**src/rtl/led_serial_pkg.sv**
```systemverilog
package led_serial_pkg;
  localparam int unsigned SIG_PER_PORT = 3;
  localparam int unsigned MAX_PORTS    = 8;
  localparam int unsigned PAT_W        = 32;
  localparam int unsigned CNT_W        = 32;
  localparam int unsigned DIV_W        = 16;
  localparam int unsigned PORT_W       = 4;

  typedef enum logic [2:0] {
    ST_IDLE,
    ST_PRE,
    ST_LOAD,
    ST_DATA,
    ST_POST
  } lsx_state_e;
endpackage

```
**src/rtl/lsx_clk_div.sv**
```systemverilog
module lsx_clk_div #(
  parameter int unsigned DIV_W = 16
) (
  input  logic             clk_i,
  input  logic             rst_ni,
  input  logic             accept_i,
  input  logic [DIV_W-1:0] div_i,
  input  logic             en_i,
  output logic             sclk_o,
  output logic             cycle_end_o
);
  logic [DIV_W-1:0] div_q;
  logic [DIV_W-1:0] cnt_q;
  logic             sclk_q;
  logic             wrap;

  assign wrap        = en_i && (cnt_q == div_q);
  assign cycle_end_o = wrap && sclk_q;
  assign sclk_o      = sclk_q;

  always_ff @(posedge clk_i or negedge rst_ni) begin
    if (!rst_ni) begin
      div_q  <= '0;
      cnt_q  <= '0;
      sclk_q <= 1'b0;
    end else begin
      if (accept_i) div_q <= div_i;
      if (!en_i) begin
        cnt_q  <= '0;
        sclk_q <= 1'b0;
      end else if (wrap) begin
        cnt_q  <= '0;
        sclk_q <= ~sclk_q;
      end else begin
        cnt_q  <= cnt_q + 1'b1;
      end
    end
  end

  // mid-phase the clock must hold its level
  assert_phase_hold_R2: assert property (@(posedge clk_i) disable iff (!rst_ni)
    (en_i && cnt_q != div_q) |=> $stable(sclk_q));

  assert_idle_clock_low_R1: assert property (@(posedge clk_i) disable iff (!rst_ni)
    !en_i |=> !sclk_q);
endmodule

```
**src/rtl/lsx_shift.sv**
```systemverilog
module lsx_shift #(
  parameter int unsigned W = 32
) (
  input  logic         clk_i,
  input  logic         rst_ni,
  input  logic         load_i,
  input  logic         shift_i,
  input  logic [W-1:0] pat_i,
  output logic         bit_o
);
  logic [W-1:0] sh_q;

  always_ff @(posedge clk_i or negedge rst_ni) begin
    if (!rst_ni)      sh_q <= '0;
    else if (load_i)  sh_q <= pat_i;
    else if (shift_i) sh_q <= {1'b0, sh_q[W-1:1]};
  end

  assign bit_o = sh_q[0];

  assert_no_shift_on_load_R9: assert property (@(posedge clk_i) disable iff (!rst_ni)
    !(load_i && shift_i));

  assert_shift_lsb_first_R5: assert property (@(posedge clk_i) disable iff (!rst_ni)
    (shift_i && !load_i) |=> (sh_q[W-2:0] == $past(sh_q[W-1:1])));
endmodule

```
**src/rtl/lsx_seq.sv**
```systemverilog
module lsx_seq
  import led_serial_pkg::*;
#(
  parameter int unsigned CNT_W        = 32,
  parameter int unsigned PORT_W       = 4,
  parameter int unsigned MAX_PORTS    = 8,
  parameter int unsigned SIG_PER_PORT = 3
) (
  input  logic              clk_i,
  input  logic              rst_ni,
  input  logic              start_i,
  input  logic [CNT_W-1:0]  pre_i,
  input  logic [CNT_W-1:0]  post_i,
  input  logic [PORT_W-1:0] ports_i,
  input  logic              cycle_end_i,
  output logic              accept_o,
  output logic              busy_o,
  output logic              done_o,
  output logic              shift_o,
  output logic              in_load_o,
  output logic              in_data_o
);
  localparam int unsigned BITS_MAX = MAX_PORTS * SIG_PER_PORT;
  localparam int unsigned BITS_W   = $clog2(BITS_MAX + 1);

  lsx_state_e          state_q;
  logic [CNT_W-1:0]    cnt_q;
  logic [CNT_W-1:0]    post_q;
  logic [BITS_W-1:0]   nbits_q;
  logic                done_q;
  logic [PORT_W-1:0]   ports_clamped;
  logic [BITS_W-1:0]   nbits_d;
  logic                last;

  assign ports_clamped = (ports_i > PORT_W'(MAX_PORTS)) ? PORT_W'(MAX_PORTS) : ports_i;
  assign nbits_d       = BITS_W'(ports_clamped) * BITS_W'(SIG_PER_PORT);
  assign busy_o        = (state_q != ST_IDLE);
  assign accept_o      = start_i && !busy_o;
  assign done_o        = done_q;
  assign last          = (cnt_q == CNT_W'(1));
  assign shift_o       = cycle_end_i && (state_q == ST_DATA);
  assign in_load_o     = (state_q == ST_LOAD);
  assign in_data_o     = (state_q == ST_DATA);

  always_ff @(posedge clk_i or negedge rst_ni) begin
    if (!rst_ni) begin
      state_q <= ST_IDLE;
      cnt_q   <= '0;
      post_q  <= '0;
      nbits_q <= '0;
      done_q  <= 1'b0;
    end else begin
      done_q <= 1'b0;
      if (accept_o) begin
        post_q  <= post_i;
        nbits_q <= nbits_d;
        cnt_q   <= pre_i;
        state_q <= (pre_i != '0) ? ST_PRE : ST_LOAD;
      end else if (cycle_end_i) begin
        unique case (state_q)
          ST_PRE: begin
            if (last) state_q <= ST_LOAD;
            else      cnt_q   <= cnt_q - 1'b1;
          end
          ST_LOAD: begin
            if (nbits_q != '0) begin
              state_q <= ST_DATA;
              cnt_q   <= CNT_W'(nbits_q);
            end else if (post_q != '0) begin
              state_q <= ST_POST;
              cnt_q   <= post_q;
            end else begin
              state_q <= ST_IDLE;
              done_q  <= 1'b1;
            end
          end
          ST_DATA: begin
            if (!last) cnt_q <= cnt_q - 1'b1;
            else if (post_q != '0) begin
              state_q <= ST_POST;
              cnt_q   <= post_q;
            end else begin
              state_q <= ST_IDLE;
              done_q  <= 1'b1;
            end
          end
          ST_POST: begin
            if (last) begin
              state_q <= ST_IDLE;
              done_q  <= 1'b1;
            end else cnt_q <= cnt_q - 1'b1;
          end
          default: state_q <= ST_IDLE;
        endcase
      end
    end
  end

  assert_load_one_cycle_R4: assert property (@(posedge clk_i) disable iff (!rst_ni)
    (state_q == ST_LOAD && cycle_end_i) |=> (state_q != ST_LOAD));

  assert_done_pulse_R8: assert property (@(posedge clk_i) disable iff (!rst_ni)
    done_q |=> !done_q);

  assert_done_after_busy_R8: assert property (@(posedge clk_i) disable iff (!rst_ni)
    done_q |-> (state_q == ST_IDLE && $past(state_q) != ST_IDLE));

  assert_start_ignored_R9: assert property (@(posedge clk_i) disable iff (!rst_ni)
    (busy_o && !cycle_end_i) |=> ($stable(post_q) && $stable(nbits_q) && $stable(cnt_q)));
endmodule

```
**src/rtl/led_serial_tx.sv**
```systemverilog
module led_serial_tx
  import led_serial_pkg::*;
#(
  parameter int unsigned PAT_WIDTH  = led_serial_pkg::PAT_W,
  parameter int unsigned CNT_WIDTH  = led_serial_pkg::CNT_W,
  parameter int unsigned DIV_WIDTH  = led_serial_pkg::DIV_W,
  parameter int unsigned PORT_WIDTH = led_serial_pkg::PORT_W
) (
  input  logic                  clk_i,
  input  logic                  rst_ni,
  input  logic                  start_i,
  input  logic [PAT_WIDTH-1:0]  pattern_i,
  input  logic [PORT_WIDTH-1:0] ports_i,
  input  logic [CNT_WIDTH-1:0]  pre_clks_i,
  input  logic [CNT_WIDTH-1:0]  post_clks_i,
  input  logic [DIV_WIDTH-1:0]  div_i,
  output logic                  sclk_o,
  output logic                  sload_o,
  output logic                  sdata_o,
  output logic                  busy_o,
  output logic                  done_o
);
  logic accept, cycle_end, shift, in_load, in_data, bit0;

  lsx_seq #(
    .CNT_W       (CNT_WIDTH),
    .PORT_W      (PORT_WIDTH),
    .MAX_PORTS   (MAX_PORTS),
    .SIG_PER_PORT(SIG_PER_PORT)
  ) u_seq (
    .clk_i      (clk_i),
    .rst_ni     (rst_ni),
    .start_i    (start_i),
    .pre_i      (pre_clks_i),
    .post_i     (post_clks_i),
    .ports_i    (ports_i),
    .cycle_end_i(cycle_end),
    .accept_o   (accept),
    .busy_o     (busy_o),
    .done_o     (done_o),
    .shift_o    (shift),
    .in_load_o  (in_load),
    .in_data_o  (in_data)
  );

  lsx_clk_div #(.DIV_W(DIV_WIDTH)) u_div (
    .clk_i      (clk_i),
    .rst_ni     (rst_ni),
    .accept_i   (accept),
    .div_i      (div_i),
    .en_i       (busy_o),
    .sclk_o     (sclk_o),
    .cycle_end_o(cycle_end)
  );

  lsx_shift #(.W(PAT_WIDTH)) u_shift (
    .clk_i  (clk_i),
    .rst_ni (rst_ni),
    .load_i (accept),
    .shift_i(shift),
    .pat_i  (pattern_i),
    .bit_o  (bit0)
  );

  assign sload_o = in_load;
  assign sdata_o = in_data && bit0;

  assert_lines_change_low_R7: assert property (@(posedge clk_i) disable iff (!rst_ni)
    (!$stable(sdata_o) || !$stable(sload_o)) |-> !sclk_o);

  assert_idle_lines_R1: assert property (@(posedge clk_i) disable iff (!rst_ni)
    !busy_o |-> (!sclk_o && !sload_o && !sdata_o));

  assert_load_data_excl_R4: assert property (@(posedge clk_i) disable iff (!rst_ni)
    !(sload_o && sdata_o));
endmodule

```
**config.mk**
```make
export PLATFORM = sky130hd
export DESIGN_NAME = led_serial_tx
export DESIGN_NICKNAME = d
export VERILOG_FILES = /design/src/rtl/led_serial_pkg.sv /design/src/rtl/lsx_clk_div.sv /design/src/rtl/lsx_shift.sv /design/src/rtl/lsx_seq.sv /design/src/rtl/led_serial_tx.sv
export SDC_FILE = /design/constraint.sdc
export NUM_CORES = 1
export LEC_CHECK = 0
export BUFFER_PORTS_ARGS = -buffer_cell sky130_fd_sc_hd__buf_2
export CORE_MARGIN = 2
export CORE_UTILIZATION = 36
export DETAILED_ROUTE_END_ITERATION = 10
export SKIP_CTS_REPAIR_TIMING = 1
export SLEW_MARGIN = 20
export SYNTH_ARGS = -nofsm -noshare
export SYNTH_HDL_FRONTEND = slang
export SYNTH_SLANG_ARGS = --single-unit
```
**constraint.sdc**
```tcl
create_clock -name clk_i -period 3.76 [get_ports clk_i]
set_input_delay 0 -clock clk_i [delete_from_list [all_inputs] [get_ports clk_i]]
set_output_delay 0 -clock clk_i [all_outputs]
set_load 0.05 [all_outputs]
```
-- Word-level counts from Yosys, hierarchy flattened
Index checks and enable logic that the tools add are counted.
- ROM bits: 0
- memories: 0
- word-level logic and storage cells: 71
- memory bits (writable): 0
- register bits after elaboration: 138
- bits in latches: 0
- muxes and demuxes: 30
- eq/ne operators: 11
- reductions and logical operators: 16
- bitwise gates (word level): 1
- div/mod/pow operators: 0
- order comparisons: 1
- shifts and indexed selects: 0
- multiply operators: 1
- add/subtract/negate cells: 2
- operators by type and width (kind ; count):
    2-to-1 mux 32 bit ; 8
    one-hot mux 32 bit (3 select lines) ; 1
    nonzero test 32 bit ; 2
    == test 32 x 1 -> 1 bit (second input constant) ; 1
    2-to-1 mux 16 bit ; 2
    subtractor 32 x 1 -> 32 bit (second input constant) ; 1
    2-to-1 mux 3 bit ; 7
    adder 16 x 1 -> 16 bit (second input constant) ; 1
    == test 16 bit ; 1
    one-hot mux 3 bit (4 select lines) ; 1
    != test 3 x 2 -> 1 bit (second input constant) ; 3
    2-to-1 mux 1 bit ; 8
    == test 3 x 2 -> 1 bit (second input constant) ; 2
    logical AND 1 bit ; 5
    multiplier 4 x 2 -> 5 bit (second input constant) ; 1
    nonzero test 5 bit ; 1
    > comparator 4 bit (second input constant) ; 1
    2-to-1 mux 4 bit ; 1
    AND reduction 4 bit ; 1
    nonzero test 2 bit ; 2
    nonzero test 4 bit ; 1
    == test 3 x 1 -> 1 bit (second input constant) ; 1
    == test 3 bit (second input constant) ; 1
    != test 3 bit (second input constant) ; 1
    8 further kinds ; 8

-- Depth between registers and ports, before layout
- depth after elaboration: 6
- depth in mapped cells: 11
- mapped depth without buffers: 8

-- Cells and area by module
A second synthesis with hierarchy kept.
- cells, all modules: 868
- area, all modules: 7842.5 um2
- modules (own cells, without submodules) (module ; seq. area each (um2) ; cells each ; times used ; area each (um2)):
    lsx_seq ; 1826.8 ; 591 ; 1 ; 4728.3
    lsx_clk_div ; 825.8 ; 137 ; 1 ; 1592.8
    lsx_shift ; 800.8 ; 139 ; 1 ; 1515.2
    led_serial_tx ; 0.0 ; 1 ; 1 ; 6.3

-- Worst setup path before layout
OpenSTA, ideal clock, no wires.
- path kind: register to register
- start: register u_seq.cnt_q[14]
- end: register u_seq.cnt_q[23]
- data required time: 3.639 ns
- arrival: 2.721 ns
- buffers on the path: 3
- setup time: 0.121 ns
- path slack: 0.919 ns
- stages on the path, launching flop included: 11
- clock period less this slack: 2.841 ns
- cell sequence: dfrtp_1 > or4_4 > or3_1 > buf_2 > or4_1 > buf_2 > a21oi_2 > o311a_2 > buf_6 > nor2_1 > a22o_1
- word-level cells in the longest chain between the ends: 5
- elaborated cells between the ends (all ways): 9
- ends and longest elaborated chain (element ; RTL line ; RTL):
    start, declared ; lsx_seq.sv:27 ; logic [CNT_W-1:0] cnt_q;
    start signal, assigned ; lsx_seq.sv:57 ; cnt_q <= pre_i;
    start signal, assigned ; lsx_seq.sv:63 ; else cnt_q <= cnt_q - 1'b1;
    start signal, assigned ; lsx_seq.sv:68 ; cnt_q <= CNT_W'(nbits_q);
    subtractor 32 x 1 -> 32 bit / == test 32 x 1 -> 1 bit (equally long branches) ; - ;
    2-to-1 mux 32 bit (on tied branches) ; lsx_seq.sv:62, lsx_seq.sv:88, lsx_seq.sv:78 ;
    one-hot mux 32 bit (3 select lines) ; lsx_seq.sv:60 ; unique case (state_q)
    2-to-1 mux 32 bit ; lsx_seq.sv:59 ; end else if (cycle_end_i) begin
    2-to-1 mux 32 bit ; lsx_seq.sv:54 ; if (accept_o) begin
Several ways; a longest one is shown, not always the timed one. The select of a mux whose other input is x is not followed.
A chain may end at the register's enable or synchronous reset.

-- Worst setup path after layout
- start: register u_seq.cnt_q[14]
- end: register u_seq.cnt_q[4]
- word-level cells in the longest chain between the ends: 5
- elaborated cells between the ends (all ways): 7
- ends and longest elaborated chain (element ; RTL line ; RTL):
    == test 32 x 1 -> 1 bit (*) ; lsx_seq.sv:40 ; assign last = (cnt_q == CNT_W'(1));
    2-to-1 mux 32 bit ; lsx_seq.sv:78 ; if (!last) cnt_q <= cnt_q - 1'b1;
    one-hot mux 32 bit (3 select lines) ; lsx_seq.sv:60 ;
    2-to-1 mux 32 bit ; lsx_seq.sv:59 ;
    2-to-1 mux 32 bit ; lsx_seq.sv:54 ;
Every way passes the cells marked *; elsewhere a longest branch is shown, timed or not. The select of a mux whose other input is x is not followed.

==> run_results.csv <==
group,metric,value,unit
hold_path,hold_path_depth,3,
yosys,async_reset_ff_frac,1.00,
hold_path,hp-class,"in2reg",
worst_setup_path,critPathKind,"reg2reg",
outcome,status,"finished with violations",
final_layout,drive_gt1_frac,0.169,
worst_setup_path,worstSetupStartpoint,"u_seq.cnt_q[14]$_DFFE_PN0P_",
sta,setup_viol,0,
power_and_ir_drop,leakagePower,4.61,nW
worst_setup_path,cp_max_fo,15,
yosys,synthesis.area,7560,µm²
drt,ant_nets,0,
sta,slew_headroom,0.315,
yosys,syn_inst,882,
clock_network,numCtsBuffers,17,
clock_network,cts-htree-levels,4,
yosys,ys_warn_count,0,
die,ios,124,
clock_network,insertion_delay,430,ps
yosys,synth_cell_type_count,65,
die,dieHeight,149,µm
drt,routed_wl,22.7,mm
drt,drtIter0Drc,444,
sta,tightest_slew,1030,ps
sta,rsz0062_at_grt,"no",
grt,first_global_vias,6443,
die,coreArea,20800,µm²
yosys,synthTopCellsByArea,"dfrtp_1, nand2_1, o21ai_0, mux2i_1, nor2_1",
worst_setup_path,r2r_slack,360,ps
sta,fin_crit,3400,ps
worst_setup_path,max_stage_delay,700,ps
drt,drt_first_pass_iters,5,
clock_network,cts-root-buf,"clkbuf_16",
sta,final.period_utilization,0.905,
yosys,synthMuxAreaShare,0.0453,
grt,grtUsageMet3,0.0529,
final_layout,stdcell_count,1376,
grt,antenna_found_initial,1,
sta,skew,8.56,ps
worst_setup_path,crit-reg2reg-launch,"u_seq.cnt_q[14]$_DFFE_PN0P_",
sta,hold_viol,6,
drt,avgViaCountPerCell,5.25,
place,dp_cells,1241,
sta,slew_viol_final,0,
die,core.rowCount,53,
yosys,synth-xor-area-share,0.0463,
yosys,synth_fp_nets,1007,
hold_path,holdPathEnd,"u_seq.cnt_q[10]$_DFFE_PN0P_",
worst_setup_path,path_cells,"or4_4, or3_1, or4_1, nand4_1, o311a_2, buf_4, a311oi_1, a21o_1",
grt,grt.met1_usage,0.278,
yosys,yosysTopAreaCell,"dfrtp_1",
final_layout,fillers,2040,
grt,met2_usage,0.299,
worst_setup_path,start_kind,"flip-flop",
drt,vias,7218,
clock_network,cts_tree,"yes",
yosys,synth-main-ff-cell,"dfrtp_1",
clock_network,clock_sinks,138,
worst_setup_path,crit_slowest_cell,"or4_1",
yosys,synth-compound-area-share,0.168,
yosys,synth_most_common_cell,"nand2_1",
sta,whs,-46.2,ps
yosys,synth_top_area_share,0.457,
worst_setup_path,ff2ff_path_depth,8,
yosys,synth-adder-area-share,0.0109,
run,drv_cap,0,
outcome,failed_checks,"negative hold slack",
die,die_area,22200,µm²
worst_setup_path,crit_required,4080,ps
worst_setup_path,worstPathArrival,3720,ps
power_and_ir_drop,powerDensity,681,nW/µm²
grt,grt_max_degree,80,
place,place_congestion,0.881,
yosys,synth_top_family_by_area,"simple AND/OR/NAND/NOR gates",
worst_setup_path,endpoint_kind,"flip-flop",
place,port_buffers,123,
final_layout,syn_to_final_growth,33.3,%
yosys,yosys_register_bits,138,
die,start_util,0.363,
final_layout,nNetsFinal,1212,
place,hpwl,15.4,mm
grt,track_usage,0.201,
drt,wl_per_cell,16.5,µm
sta,fmax,0.294,GHz
clock_network,cts.clk_slew.worst_paths,60,ps
yosys,synth_simple_gate_area_frac,0.233,
clock_network,cts_buffer_depth,2,
yosys,seq_area_frac_synth,0.457,
yosys,syn_avg_cell_area,8.58,µm²
grt,grt-ovfl-total,0,
grt,top_usage_layer,"met2",
grt,grt_pass1_wl,34.8,mm
worst_setup_path,rr_endpoint,"u_seq.cnt_q[4]$_DFFE_PN0P_",
die,die_w,149,µm
hold_path,holdCritStartpoint,"pre_clks_i[10]",
yosys,synth-edff-count,0,
sta,fin_tns_setup,0,ps
drt,route.detailed.drc,0,
yosys,synthTopCellsByCount,"nand2_1, dfrtp_1, nor2_1, o21ai_0, clkbuf_1",
power_and_ir_drop,vdd_ir_drop_max,0.362,mV
per-layer routing:
metal	vias up	part of all wire
met2	222	0.46
met5	-	0
met4	0	0.024
met1	3440	0.46
li1	3514	-
met3	42	0.053
worst max path at each step:
stage,endpoint,cells after the start
after floorplan,u_seq.cnt_q[23]$_DFFE_PN0P_,10
after global placement,u_seq.cnt_q[25]$_DFFE_PN0P_,8
after detailed placement,u_seq.cnt_q[25]$_DFFE_PN0P_,8
after CTS,u_seq.cnt_q[4]$_DFFE_PN0P_,8
after global routing,u_seq.cnt_q[4]$_DFFE_PN0P_,8
final,u_seq.cnt_q[4]$_DFFE_PN0P_,8
registers in the layout, indices dropped and copies added (netlist names):
register / flops
u_div.cnt_q: 16
u_div.div_q: 16
u_div.sclk_o: 1
u_seq.cnt_q: 32
u_seq.done_o: 1
u_seq.nbits_q: 5
u_seq.post_q: 32
u_seq.state_q: 3
u_shift.sh_q: 32
critical path, delay by kind of cell, from the launching register on:
| kind | cells | cell delay, ps |
|---|---|---|
| flip-flops | 1 | 410 |
| buffers and inverters | 1 | 260 |
| AND/OR/NAND/NOR | 4 | 1980 |
| AO/OA/AOI/OAI | 3 | 630 |
cell usage in the layout, fill, tap and decap left out, types with 4 or more instances in the layout:
| cell type | instances |
|---|---|
| a211oi_1 | 6 |
| a21o_1 | 17 |
| a21oi_1 | 30 |
| a221o_1 | 4 |
| a221oi_1 | 9 |
| a22o_1 | 5 |
| and2_1 | 8 |
| buf_2 | 122 |
| buf_4 | 15 |
| clkbuf_16 | 17 |
| clkinvlp_4 | 5 |
| dfrtp_1 | 138 |
| dlygate4sd3_1 | 102 |
| ha_1 | 5 |
| inv_1 | 15 |
| inv_6 | 4 |
| mux2i_1 | 32 |
| nand2_1 | 205 |
| nand2b_1 | 4 |
| nand3_1 | 9 |
| nand4_1 | 18 |
| nor2_1 | 76 |
| nor3_1 | 26 |
| nor4_1 | 24 |
| o21ai_0 | 69 |
| o22ai_1 | 11 |
| o31ai_1 | 13 |
| or3_1 | 8 |
| xnor2_1 | 27 |
| xor2_1 | 13 |
cell families after synthesis:
logic type | Yosys count
and+or+nand+nor | 396
AOI/OAI and AO/OA | 196
xor gates and xnor gates | 40
buffers and inverters | 72
DFF | 138
adders and majority gates | 6
muxes | 34
power breakdown:
| group | total (mW) | switching, mW | internal [mW] |
|---|---|---|---|
| Clock | 1.66 | 0.693 | 0.969 |
| Sequential | 2.70 | 0.630 | 2.07 |
| Combinational | 2.50 | 1.43 | 1.08 |
final cells by class:
type,instances,area [µm²],area share
multi-input cells,672,3840,0.380
clock buffers,21,470,0.0466
repair buffers,243,1820,0.180
clock inverters,11,108,0.0107
inverters,15,56.3,0.00558
well taps,275,344,0.0341
flip-flops and latches,138,3450,0.342
diodes,1,2.50,0.000248
per-stage QoR:
| step | cell area (µm²) | setup slack (ps) | total power, mW | utilization |
|---|---|---|---|---|
| floorplan | 7560 | 919 | 4.32 | - |
| global placement | 8470 | 469 | 5.05 | 0.407 |
| detailed placement | 8470 | 470 | 5.10 | 0.407 |
| CTS | 9050 | 439 | 6.79 | 0.435 |
| global route | 10100 | 241 | 7.36 | 0.484 |
| finish | 10100 | 355 | 6.86 | 0.484 |
Note: power is estimated with default switching activity, not from simulation.
